==> src/rtl/codec_seq_pkg.sv <==
package codec_seq_pkg;

  typedef enum logic [2:0] {
    S_IDLE,
    S_RST,
    S_WR,
    S_LOCK,
    S_DONE
  } seq_state_e;

  localparam int unsigned SCRIPT_LEN = 5;

  function automatic longint unsigned ceil_div(longint unsigned num, longint unsigned den);
    return (num + den - 1) / den;
  endfunction

endpackage

==> src/rtl/seq_timer.sv <==
module seq_timer #(
  parameter int unsigned TW = 8
) (
  input  logic          clk_i,
  input  logic          rst_ni,
  input  logic          load_i,
  input  logic [TW-1:0] load_val_i,
  output logic          expired_o
);

  logic [TW-1:0] cnt_q;

  always_ff @(posedge clk_i or negedge rst_ni) begin
    if (!rst_ni)            cnt_q <= '0;
    else if (load_i)        cnt_q <= load_val_i;
    else if (cnt_q != '0)   cnt_q <= cnt_q - 1'b1;
  end

  assign expired_o = (cnt_q == '0);

  // interval length relies on a strict one-per-cycle countdown
  p_count_down_r5: assert property (@(posedge clk_i) disable iff (!rst_ni)
    (!load_i && cnt_q != '0) |=> (cnt_q == $past(cnt_q) - 1'b1));

endmodule

==> src/rtl/seq_script_rom.sv <==
module seq_script_rom #(
  parameter int unsigned AW = 8,
  parameter int unsigned DW = 8,
  parameter int unsigned IW = 3
) (
  input  logic [IW-1:0] idx_i,
  output logic [AW-1:0] addr_o,
  output logic [DW-1:0] data_o
);

  // clock setup, then reference on, then PLL + master + mclk out
  always_comb begin
    unique case (idx_i)
      IW'(0):  begin addr_o = AW'(8'h02); data_o = DW'(8'h22); end
      IW'(1):  begin addr_o = AW'(8'h03); data_o = DW'(8'h02); end
      IW'(2):  begin addr_o = AW'(8'h01); data_o = DW'(8'hF4); end
      IW'(3):  begin addr_o = AW'(8'h00); data_o = DW'(8'h01); end
      IW'(4):  begin addr_o = AW'(8'h02); data_o = DW'(8'h27); end
      default: begin addr_o = '0;         data_o = '0;         end
    endcase
  end

endmodule

==> src/rtl/codec_clk_seq.sv <==
module codec_clk_seq
  import codec_seq_pkg::*;
#(
  parameter int unsigned CLK_HZ     = 100_000_000,
  parameter int unsigned RST_LOW_NS = 150,
  parameter int unsigned LOCK_US    = 40_000,
  parameter int unsigned AW         = 8,
  parameter int unsigned DW         = 8
) (
  input  logic          clk_i,
  input  logic          rst_ni,
  input  logic          start_i,
  output logic          pdn_o,
  output logic [AW-1:0] wr_addr_o,
  output logic [DW-1:0] wr_data_o,
  output logic          wr_valid_o,
  input  logic          wr_ready_i,
  output logic          busy_o,
  output logic          done_o
);

  localparam longint unsigned RST_RAW =
    ceil_div(longint'(RST_LOW_NS) * longint'(CLK_HZ), 64'd1_000_000_000);
  localparam longint unsigned LOCK_RAW =
    ceil_div(longint'(LOCK_US) * longint'(CLK_HZ), 64'd1_000_000);
  localparam int unsigned RST_CYC  = (RST_RAW  < 1) ? 1 : int'(RST_RAW);
  localparam int unsigned LOCK_CYC = (LOCK_RAW < 1) ? 1 : int'(LOCK_RAW);
  localparam int unsigned MAX_CYC  = (RST_CYC > LOCK_CYC) ? RST_CYC : LOCK_CYC;
  localparam int unsigned TW       = $clog2(MAX_CYC + 1);
  localparam int unsigned IW       = $clog2(SCRIPT_LEN);
  localparam logic [IW-1:0] LAST_IDX = IW'(SCRIPT_LEN - 1);

  seq_state_e    state_q;
  logic [IW-1:0] idx_q;
  logic          pdn_q;
  logic          tmr_load, tmr_expired;
  logic [TW-1:0] tmr_val;
  logic          can_start, last_accept;

  assign can_start   = (state_q == S_IDLE || state_q == S_DONE) && start_i;
  assign last_accept = (state_q == S_WR) && wr_ready_i && (idx_q == LAST_IDX);
  assign tmr_load    = can_start || last_accept;
  assign tmr_val     = (state_q == S_WR) ? TW'(LOCK_CYC - 1) : TW'(RST_CYC - 1);

  seq_timer #(.TW(TW)) u_timer (
    .clk_i      (clk_i),
    .rst_ni     (rst_ni),
    .load_i     (tmr_load),
    .load_val_i (tmr_val),
    .expired_o  (tmr_expired)
  );

  seq_script_rom #(.AW(AW), .DW(DW), .IW(IW)) u_rom (
    .idx_i  (idx_q),
    .addr_o (wr_addr_o),
    .data_o (wr_data_o)
  );

  always_ff @(posedge clk_i or negedge rst_ni) begin
    if (!rst_ni) begin
      state_q <= S_IDLE;
      idx_q   <= '0;
      pdn_q   <= 1'b0;
    end else begin
      unique case (state_q)
        S_IDLE, S_DONE: if (start_i) begin
          state_q <= S_RST;
          idx_q   <= '0;
          pdn_q   <= 1'b0;
        end
        S_RST: if (tmr_expired) begin
          state_q <= S_WR;
          pdn_q   <= 1'b1;
        end
        S_WR: if (wr_ready_i) begin
          if (idx_q == LAST_IDX) state_q <= S_LOCK;
          else                   idx_q   <= idx_q + 1'b1;
        end
        S_LOCK: if (tmr_expired) state_q <= S_DONE;
        default: state_q <= S_IDLE;
      endcase
    end
  end

  assign pdn_o      = pdn_q;
  assign wr_valid_o = (state_q == S_WR);
  assign busy_o     = (state_q == S_RST) || (state_q == S_WR) || (state_q == S_LOCK);
  assign done_o     = (state_q == S_DONE);

  p_no_wr_in_reset_r3: assert property (@(posedge clk_i) disable iff (!rst_ni)
    wr_valid_o |-> pdn_o);

  p_hold_stalled_r4: assert property (@(posedge clk_i) disable iff (!rst_ni)
    (wr_valid_o && !wr_ready_i) |=> (wr_valid_o && $stable(wr_addr_o) && $stable(wr_data_o)));

  p_busy_done_excl_r6: assert property (@(posedge clk_i) disable iff (!rst_ni)
    !(busy_o && done_o));

  p_start_pulls_pdn_r2: assert property (@(posedge clk_i) disable iff (!rst_ni)
    $rose(busy_o) |-> !pdn_o);

  p_done_quiet_r5: assert property (@(posedge clk_i) disable iff (!rst_ni)
    done_o |-> (pdn_o && !wr_valid_o));

  p_pdn_no_fall_busy_r7: assert property (@(posedge clk_i) disable iff (!rst_ni)
    (busy_o && pdn_o) |=> pdn_o);

endmodule

==> config.mk <==
export PLATFORM = sky130hd
export DESIGN_NAME = codec_clk_seq
export DESIGN_NICKNAME = d
export VERILOG_FILES = /design/src/rtl/codec_seq_pkg.sv /design/src/rtl/seq_timer.sv /design/src/rtl/seq_script_rom.sv /design/src/rtl/codec_clk_seq.sv
export SDC_FILE = /design/constraint.sdc
export NUM_CORES = 1
export LEC_CHECK = 0
export BUFFER_PORTS_ARGS = -buffer_cell sky130_fd_sc_hd__buf_4
export CORE_UTILIZATION = 40
export DETAILED_ROUTE_END_ITERATION = 10
export GPL_ROUTABILITY_DRIVEN = 0
export PLACE_DENSITY = 0.56
export REMOVE_ABC_BUFFERS = 1
export SLEW_MARGIN = 20
export SYNTH_ARGS = -nofsm -noshare
export SYNTH_HDL_FRONTEND = slang
export SYNTH_SLANG_ARGS = --single-unit
==> constraint.sdc <==
create_clock -name clk_i -period 6.63 [get_ports clk_i]
set_input_delay 1.989 -clock clk_i [delete_from_list [all_inputs] [get_ports clk_i]]
set_output_delay 1.989 -clock clk_i [all_outputs]
set_load 0.1 [all_outputs]
==> reports/qor_table.md, run 1 <==
| Quantity | This run |
|---|---|
| Class of the tightest hold or removal check | reg2reg |
| Clock tree sinks | 29 |
| Commonest cells after routing, fill and taps aside | sky130_fd_sc_hd__dfrtp_1 (29), sky130_fd_sc_hd__nor2_1 (18), sky130_fd_sc_hd__buf_4 (16) |
| Total wire length after detailed routing | 3620 um |
| Area fraction of the dominant cell type after synthesis | 42.6% |
| Number of diodes | 0 |
| Via count of the first global-routing pass | 1323 |
| Final Skew | 8.69 ps |
| Clock tree from TritonCTS | built |
| Final std cell area, no fill | 0.00191 mm2 |
| Final cycle utilization of the critical path | 55.5% |
| Antenna Violating Nets Remaining | 0 |
| DRC violations left | 0 |
| Growth of design area from synthesis to finish | 12.0% |
| Routed wirelength normalized by instance count | 14.6 um |
| Final count of hold timing violations | 0 |
| Number of fill cells in the layout | 382 |
| Main flop type after synthesis | sky130_fd_sc_hd__dfrtp_1 |
| Mapped Area | 0.00170 mm2 |
| # H-tree levels | 2 |
| Number of core rows | 23 |
| Resized cells post-CTS | 0 |
| Number of synthesized flops with an enable pin | 0 |
| Synthesis Warnings | 0 |
| Effective utilization at floorplan | 42.0% |
| Logic pwr share | 54.5% |
| Average cell area after synthesis | 9.47 um2 |
| Share of flip-flops with an asynchronous set or reset | 100% |
| Capturing element type of the critical path | primary output |
| Worst setup slack after placement | 3220 ps |
| DIE WIDTH | 67.3 um |
| Final count of pins violating max slew | 0 |
| Detailed Route Iter0 Violations | 79 |
| DR vias | 1381 |
| Kind of critical path | reg2out |
| Proportion of power drawn by the clock network | 13.7% |
| CTS Root Buffer Type | sky130_fd_sc_hd__clkbuf_8 |
| Fmax achieved | 0.272 GHz |
| Internal Dissipation | 0.472 mW |
| Post CTS Setup Buffer Count | 0 |
| Reg power frac | 31.7% |
| Global Route Usage Sum | 18.1% |
| Clock network latency to the later pin of the worst-skew pair | 270 ps |
| Inserted Clock Buffers | 5 |
| Height of the die | 67.3 um |
| Power per cell area | 515 mW/mm2 |
| Leakage power | 0.863 nW |
| Total gr overflow | 0 |
| Core area | 0.00406 mm2 |
| Area of the multi-input gates | 895 um2 |
| Required time reported for the critical path endpoint | 4640 ps |
| Worst setup SP type | flop |
| RSZ-0062 raised after global routing | false |
| Switching Share | 52.0% |
| Number of instances in the synthesized netlist | 180 |
| Number of detailed-routing iterations run before antenna repair | 4 |
| #FFs+latches synth | 29 |
| Smallest hold slack | 522 ps |
| CTS clock-pin slew for the worst setup and hold paths | 60 ps |
| Vias per cell | 5.57 |
| Instance area at placement | 0.00182 mm2 |
| Number of max-cap violations | 0 |
| Total setup violations reported at the end of the flow | 0 |
| Sequential cell area in the final layout | 726 um2 |
| Number of buffers on the longest clock path | 2 |
| Final period demand of the worst path | 3680 ps |
| Worst Slack Setup Final | 2950 ps |
| Count of input and output buffers | 16 |
| Number of antenna violations at the first check in global routing | 0 |
| Crit path arrival time | 1690 ps |
| Leading cell type in the layout, fill and taps excluded | sky130_fd_sc_hd__dfrtp_1 |
| Global-route wire length before repair | 6020 um |
| Post-layout net count | 206 |
| Number of library cell types mapped by synthesis | 46 |
| Dominant cells by area after synthesis | sky130_fd_sc_hd__dfrtp_1 (43%), sky130_fd_sc_hd__xor2_1 (4.6%), sky130_fd_sc_hd__buf_4 (4.0%) |
| Cell type with the largest total area after synthesis | sky130_fd_sc_hd__dfrtp_1 |
| Largest net degree at the start of global routing | 30 |
| Number of buffers inserted for hold repair after clock tree synthesis | 0 |
| Die area | 0.00453 mm2 |
| Worst Max-Slew Pin Slew | 985 ps |
| Number of top-level pins | 24 |
| Outcome | finished clean |
| Peak ir drop on the vdd network | 181 uV |
| Net load switching power | 0.511 mW |
| Share of layout cells above drive strength 1 | 16.2% |
| HPWL after DPL | 2610 um |
| Worst slew margin relative to its limit | 33.7% |
| Worst-path fanout max | 5 |
| Share of synthesized area occupied by flip-flops and latches | 42.6% |
## layout make-up
| type | instances | share of cell area, % |
|---|---|---|
| tap | 50 | 3.28 |
| clock buffer | 8 | 4.19 |
| inverter | 7 | 1.38 |
| multi-input combinational | 138 | 46.9 |
| timing repair buffer | 16 | 6.29 |
| sequential | 29 | 38.0 |
## power groups by stage
stage               sequential, mW  clock [mW]  combinational, mW
floorplan                    0.304           0              0.429
global placement             0.308           0              0.527
detailed placement           0.312           0              0.533
CTS                          0.309       0.140              0.536
global route                 0.324       0.147              0.578
finish                       0.312       0.135              0.536
## metrics by stage
step,total power [mW],TNS [ps],util [%],std cells
2_1_floorplan,0.733,-1880,-,174
3_3_place_gp,0.835,0,44.9,240
3_5_place_dp,0.845,0,44.9,240
4_1_cts,0.985,0,46.9,248
5_1_grt,1.05,0,47.1,248
6_report,0.983,0,47.1,248
## Yosys cell counts (3+ instances only)
cell and count:
sky130_fd_sc_hd__inv_1 7, sky130_fd_sc_hd__nand4_1 5, sky130_fd_sc_hd__dfrtp_1 29, sky130_fd_sc_hd__o21ai_0 12
sky130_fd_sc_hd__a21o_1 3, sky130_fd_sc_hd__o31a_1 3, sky130_fd_sc_hd__nand2b_1 5, sky130_fd_sc_hd__ha_1 5
sky130_fd_sc_hd__nor4_1 8, sky130_fd_sc_hd__nor3_1 6, sky130_fd_sc_hd__nand2_1 10, sky130_fd_sc_hd__xor2_1 9
sky130_fd_sc_hd__a21oi_1 3, sky130_fd_sc_hd__nor2_1 18, sky130_fd_sc_hd__buf_4 9, sky130_fd_sc_hd__nand3_1 3
sky130_fd_sc_hd__xnor2_1 7, sky130_fd_sc_hd__or3_1 3
## final timing paths
| path | from | end | slack, ps | cells past startpoint |
|---|---|---|---|---|
| setup / recovery | idx_q[0] | wr_data_o[2] | 2950 | 5 |
| hold / removal | pdn_o | pdn_o | 520 | 2 |
| setup reg to reg | u_timer.cnt_q[16] | u_timer.cnt_q[11] | 4150 | 5 |
| hold reg to reg | pdn_o | pdn_o | 520 | 2 |
| max in group asynchronous | rst_ni | idx_q[1] | 4710 | 1 |
| min in group asynchronous | rst_ni | u_timer.cnt_q[3] | 1630 | 1 |
## cells by family (layout without fill, tap and decap cells)
logic type | count (synthesis) | count (layout) | share of synthesized area (%)
DFF | 29 | 29 | 42.6
and+or+nand+nor | 72 | 72 | 22.8
AOI/OAI and AO/OA | 35 | 35 | 14.0
xor gates and xnor gates | 16 | 16 | 8.22
muxes | 3 | 3 | 1.84
other | 1 | 7 | 0.220
buffers and inverters | 19 | 31 | 6.61
adders and majority gates | 5 | 5 | 3.67
## flip-flops by register name, indices dropped and copies added, names as in the netlist
signal and cells:
idx_q 3, state_q 3, pdn_o 1, u_timer.cnt_q 22
## per-layer routing
metal / wire length [um] / vias to the layer above / global-route usage [%]
li1: - / 669 / -
met1: 1690 / 675 / 22.8
met2: 1740 / 33 / 30.8
met3: 149 / 4 / 4.05
met4: 40 / 0 / 5.59
met5: 0 / - / 0
## worst max-delay path, cell delays in order, from the launching register on
cell and delay [ps]:
sky130_fd_sc_hd__dfrtp_1 400, sky130_fd_sc_hd__inv_1 120, sky130_fd_sc_hd__ha_1 190, sky130_fd_sc_hd__nor2b_1 280, sky130_fd_sc_hd__nand2b_1 150, sky130_fd_sc_hd__buf_4 290
No activity file was read; power rests on OpenSTA's default activity.
==> inputs of run 2 (changes only) <==
Clock period 6.63 ns to 3.4 ns, I/O delays scaled along.
==> reports/qor_table.md, run 2 (synthesis results as in run 1) <==
| Quantity | This run | vs previous |
|---|---|---|
| Highest routed layer | met4 |  |
| M1 WL | 1730 um | +2.4% |
| DIE WIDTH | 67.3 um | unchanged |
| Height of the die | 67.3 um | unchanged |
| Final count of pins violating max slew | 0 | unchanged |
| Crit path arrival time | 1690 ps | about the same |
| Kind of critical path | reg2out |  |
| Proportion of power drawn by the clock network | 14.5% | +0.8 points |
| Final period demand of the worst path | 2710 ps |  |
| Internal Dissipation | 0.937 mW | +98% |
| HPWL after DPL | 2680 um | +2.6% |
| Inserted Clock Buffers | 5 | unchanged |
| Growth of design area from synthesis to finish | 12.5% |  |
| Final standard cell utilization of the core | 47.2% | +0.18 points |
| Register-to-register path setup slack | 1060 ps | -3090 ps |
| Antenna Violating Nets Remaining | 0 | unchanged |
| Final cycle utilization of the critical path | 79.7% |  |
| Detailed Route Iter0 Violations | 95 | +20% |
| Switching Share | 51.6% | -0.40 points |
| Largest net degree at the start of global routing | 30 | unchanged |
| Number of diodes | 0 | unchanged |
| RSZ-0062 raised after global routing | false |  |
| Number of top-level pins | 24 | unchanged |
| Power per cell area | 1010 mW/mm2 | +96% |
| DR vias | 1394 | +0.94% |
| Required time reported for the critical path endpoint | 2380 ps | -2260 ps |
| Destination of the worst register-to-register timing path | u_timer.cnt_q[4] |  |
| CTS Root Buffer Type | sky130_fd_sc_hd__clkbuf_8 |  |
| Leakage power | 0.873 nW | +1.1% |
| Total setup violations reported at the end of the flow | 0 | unchanged |
| Vias per cell | 5.62 | +0.94% |
| Clock network latency to the later pin of the worst-skew pair | 270 ps | about the same |
| Number of antenna violations at the first check in global routing | 0 | unchanged |
| Die area | 0.00453 mm2 | unchanged |
| Setup_tns | 0 ps | unchanged |
| Worst-path fanout max | 5 | unchanged |
| Resized cells post-CTS | 0 | unchanged |
| Number of cells in the design after placement | 241 | +0.42% |
| Reg power frac | 31.5% | -0.2 points |
| Count of input and output buffers | 16 | unchanged |
| Number of core rows | 23 | unchanged |
| Via count of the first global-routing pass | 1286 | -2.8% |
| Worst Max-Slew Pin Slew | 808 ps | -177 ps |
| # H-tree levels | 2 | unchanged |
| CTS clock-pin slew for the worst setup and hold paths | 60 ps | about the same |
| Final Skew | 2.64 ps | -6.05 ps |
| Met2 wirelength from detailed routing | 1700 um | -2.5% |
| Global Route Usage Sum | 18.1% | -0.078 points |
| Final Non-Filler Cells | 248 | unchanged |
| Share of layout cells above drive strength 1 | 16.7% | +0.51 points |
| Number of max-cap violations | 0 | unchanged |
| Effective utilization at floorplan | 42.0% | unchanged |
| Leading cell type in the layout, fill and taps excluded | sky130_fd_sc_hd__dfrtp_1 |  |
| Worst hold start | pdn_o |  |
| Number of flip-flops under the largest register name | 22 | unchanged |
| Worst hold path stage count | 2 | unchanged |
| Worst setup SP type | flop |  |
| DRC violations left | 0 | unchanged |
| Core area | 0.00406 mm2 | unchanged |
| Fmax achieved | 0.369 GHz |  |
| Routed wirelength normalized by instance count | 14.6 um | -0.14% |
| Leading registers by flop count | u_timer.cnt_q x22, idx_q x3, state_q x3 |  |
| Global-route wire length before repair | 5960 um | -0.91% |
| Logic pwr share | 53.9% | -0.6 points |
| Smallest hold slack | 518 ps | -3.37 ps |
| Overall power consumption | 1.93 mW | +97% |
| Post CTS Setup Buffer Count | 0 | unchanged |
| Capturing element type of the critical path | primary output |  |
| Commonest cells after routing, fill and taps aside | sky130_fd_sc_hd__dfrtp_1 (29), sky130_fd_sc_hd__nor2_1 (18), sky130_fd_sc_hd__buf_4 (17) |  |
| Number of buffers inserted for hold repair after clock tree synthesis | 0 | unchanged |
| Total wire length after detailed routing | 3610 um | -0.14% |
| Peak ir drop on the vdd network | 363 uV | +100% |
| R2R Path Start | u_timer.cnt_q[9] |  |
| Final count of hold timing violations | 0 | unchanged |
| Number of buffers on the longest clock path | 2 | unchanged |
| Worst slew margin relative to its limit | 45.7% | +12 points |
| Register with the most flip-flops | u_timer.cnt_q |  |
| Clock tree sinks | 29 | unchanged |
| Net load switching power | 0.998 mW | +95% |
| Hold-critical path endpoint | pdn_o |  |
| Number of detailed-routing iterations run before antenna repair | 4 | unchanged |
| Clock tree from TritonCTS | built |  |
| Outcome | finished clean |  |
| Post-layout net count | 207 | +0.49% |
| Met3 WL | 131 um | -12% |
| Class of the tightest hold or removal check | reg2reg |  |
| Total gr overflow | 0 | unchanged |
| Reg2Reg Depth | 5 | unchanged |
[run 2: power by group through the flow]
stage / logic (mW) / clock network, mW / registers [mW]
floorplan: 0.837 / 0 / 0.592
finish: 1.04 / 0.281 / 0.610
global route: 1.12 / 0.304 / 0.625
detailed placement: 1.04 / 0 / 0.609
CTS: 1.05 / 0.288 / 0.606
global placement: 1.03 / 0 / 0.604
[run 2: metal layers]
| metal | global-route usage (%) | vias to the layer above |
|---|---|---|
| met5 | 0 | - |
| met4 | 8.24 | 0 |
| met3 | 4.56 | 7 |
| met2 | 29.8 | 33 |
| met1 | 22.0 | 687 |
| li1 | - | 667 |
[run 2: metrics by stage]
stage / setup WS, ps / instance area, um2
2_1_floorplan: -3260 / 1640
3_3_place_gp: 1050 / 1830
3_5_place_dp: 981 / 1830
4_1_cts: 681 / 1920
5_1_grt: 550 / 1920
6_report: 689 / 1920
[run 2: critical path, cell delays in order, from the launching register on]
cell	delay, ps
sky130_fd_sc_hd__dfrtp_1	400
sky130_fd_sc_hd__inv_1	120
sky130_fd_sc_hd__ha_1	180
sky130_fd_sc_hd__nor2b_1	270
sky130_fd_sc_hd__or2_2	170
sky130_fd_sc_hd__buf_4	280
[run 2: how the worst max path moves through the flow]
stage | startpoint | slack, ps | endpoint
after floorplan | idx_q[0] | -3260 | wr_data_o[2]
after global placement | idx_q[0] | 1050 | wr_data_o[5]
after detailed placement | idx_q[0] | 980 | wr_data_o[5]
after CTS | idx_q[0] | 680 | wr_data_o[5]
after global routing | idx_q[0] | 550 | wr_data_o[5]
final | idx_q[0] | 690 | wr_data_o[5]
[run 2: cell type report]
class,count,area [um2]
repair buffers,17,128
well taps,50,62.6
flip-flops and latches,29,726
fillers,392,2140
multi-input cells,138,888
inverters,7,26.3
clock buffers,7,86.3
==> inputs of run 3 (changes only) <==
Settings changed: PLACE_DENSITY 0.56 to 0.58.
Clock period 3.4 ns to 2.21 ns, I/O delays scaled along.
==> reports/qor_table.md, run 3 (synthesis results as in run 1) <==
| Quantity | This run | vs previous |
|---|---|---|
| RSZ-0062 raised after global routing | true |  |
| Kind of critical path | reg2reg |  |
| Final cycle utilization of the critical path | 98.4% |  |
| Final count of hold timing violations | 0 | unchanged |
| Number of buffers on the longest clock path | 2 | unchanged |
| Antenna Violating Nets Remaining | 0 | unchanged |
| Crit path arrival time | 2380 ps | +690 ps |
| Worst path max stage delay | 550 ps | +150 ps |
| Total wire length after detailed routing | 3870 um | +7.2% |
| Commonest cells after routing, fill and taps aside | sky130_fd_sc_hd__dfrtp_1 (29), sky130_fd_sc_hd__buf_4 (28), sky130_fd_sc_hd__nor2_1 (18) |  |
| Cell-by-cell trace of the critical path | or4_4 > or4_4 > or2_4 > a32o_1 > a31oi_1 |  |
| Number of cells in the design after placement | 254 | +5.4% |
| Leakage power | 0.955 nW | +9.4% |
| Final Skew | 4.08 ps | +1.44 ps |
| Fmax achieved | 0.460 GHz |  |
| Leading registers by flop count | u_timer.cnt_q x22, idx_q x3, state_q x3 |  |
| Inserted Clock Buffers | 5 | unchanged |
| CTS Root Buffer Type | sky130_fd_sc_hd__clkbuf_8 |  |
| Number of buffers inserted for hold repair after clock tree synthesis | 0 | unchanged |
| Effective utilization at floorplan | 42.0% | unchanged |
| Class of the tightest hold or removal check | in2async |  |
| HPWL after DPL | 2790 um | +4.2% |
| Area of the multi-input gates | 920 um2 | +3.5% |
| Number of antenna violations at the first check in global routing | 0 | unchanged |
| Largest net degree at the start of global routing | 30 | unchanged |
| Clock tree sinks | 29 | unchanged |
| Via count of the first global-routing pass | 1372 | +6.7% |
| Growth of design area from synthesis to finish | 22.2% |  |
| Peak ir drop on the vdd network | 550 uV | +52% |
| Global-route wire length before repair | 6420 um | +7.8% |
| Capturing element type of the critical path | flop |  |
| Number of top-level pins | 24 | unchanged |
| Number of fill cells in the layout | 377 | -3.8% |
| Number of core rows | 23 | unchanged |
| Number of detailed-routing iterations run before antenna repair | 4 | unchanged |
| Smallest hold slack | 298 ps | -220 ps |
| Vias per cell | 5.43 | -3.5% |
| Final period demand of the worst path | 2170 ps |  |
| Clock network latency to the later pin of the worst-skew pair | 280 ps | about the same |
| Outcome | finished clean |  |
| Leading cell type in the layout, fill and taps excluded | sky130_fd_sc_hd__dfrtp_1 |  |
| Register with the most flip-flops | u_timer.cnt_q |  |
| Number of diodes | 0 | unchanged |
| Share of layout cells above drive strength 1 | 25.4% | +8.7 points |
| Register-to-register path setup slack | 40 ps | -1020 ps |
| Power per cell area | 1550 mW/mm2 | +53% |
| Sequential cell area in the final layout | 726 um2 | unchanged |
| Routed wirelength normalized by instance count | 14.7 um | +1.1% |
| CTS clock-pin slew for the worst setup and hold paths | 60 ps | about the same |
| Required time reported for the critical path endpoint | 2410 ps | +30 ps |
| Number of max-cap violations | 0 | unchanged |
| Most frequent CP cell | sky130_fd_sc_hd__or4_4 |  |
| DIE WIDTH | 67.3 um | unchanged |
| Post-layout net count | 222 | +7.2% |
| Height of the die | 67.3 um | unchanged |
| Worst setup SP type | flop |  |
| Global Route Usage Sum | 19.4% | +1.3 points |
| Detailed Route Iter0 Violations | 154 | +62% |
| Die area | 0.00453 mm2 | unchanged |
| Cell with the largest stage delay on the worst path | sky130_fd_sc_hd__or4_4 |  |
| Count of input and output buffers | 16 | unchanged |
| Number of flip-flops under the largest register name | 22 | unchanged |
| # H-tree levels | 2 | unchanged |
| Final Non-Filler Cells | 263 | +6.0% |
| Total gr overflow | 0 | unchanged |
| Core area | 0.00406 mm2 | unchanged |
| DRC violations left | 0 | unchanged |
| Clock tree from TritonCTS | built |  |
| Worst-path fanout max | 5 | unchanged |
| Total setup violations reported at the end of the flow | 0 | unchanged |
| DR vias | 1427 | +2.4% |
| Final count of pins violating max slew | 0 | unchanged |
run 3: what timing repair did:
item	4_1_cts	5_1_grt
gates resized for setup	5	10
gates cloned	0	1
buffers inserted	1	0
setup endpoints to repair	13	18
run 3: per-stage QoR:
stage / setup TNS (ps) / utilization [%] / setup WS, ps / cell area (um2) / total power, mW
4_1_cts: -26.7 / 50.2 / -26.7 / 2040 / 3.15
5_1_grt: -118 / 51.3 / -62.7 / 2080 / 3.44
3_5_place_dp: -75.7 / 47.5 / -16.3 / 1930 / 2.66
2_1_floorplan: -18720 / - / -4100 / 1640 / 2.20
3_3_place_gp: 0 / 47.5 / 18.0 / 1930 / 2.62
6_report: 0 / 51.3 / 35.5 / 2080 / 3.22
run 3: cell type report:
cell class	count	area share [%]
multi-input cells	139	44.2
flip-flops and latches	29	34.9
repair buffers	31	12.6
clock buffers	7	4.15
well taps	50	3.00
inverters	7	1.26
run 3: where the power goes:
part / leakage (nW) / switching [mW] / internal [mW]
clock: 0.0443 / 0.186 / 0.246
sequential: 0.379 / 0.209 / 0.718
combinational: 0.532 / 1.21 / 0.659
total: 0.955 / 1.60 / 1.62
run 3: worst max-delay path: cells and delay by family (launching register included):
family,cells,cell delay (ps)
AND/OR/NAND/NOR,3,1330
flip-flops,1,390
AO/OA/AOI/OAI,2,370
run 3: path summary, 6_finish.rpt:
kind                                   from           endpoint  cells after the start
max in group asynchronous            rst_ni  u_timer.cnt_q[15]                      1
setup / recovery           u_timer.cnt_q[9]   u_timer.cnt_q[0]                      5
setup reg to reg           u_timer.cnt_q[9]   u_timer.cnt_q[0]                      5
min in group clk_i                    pdn_o              pdn_o                      2
hold / removal                       rst_ni   u_timer.cnt_q[3]                      1
hold reg to reg                       pdn_o              pdn_o                      2
run 3: metal layers:
layer / vias up / global-route usage (%) / routed length [um]
met3: 2 / 7.43 / 248
li1: 702 / - / -
met2: 47 / 30.1 / 1840
met4: 0 / 7.18 / 23
met5: - / 0 / 0
met1: 676 / 24.1 / 1760
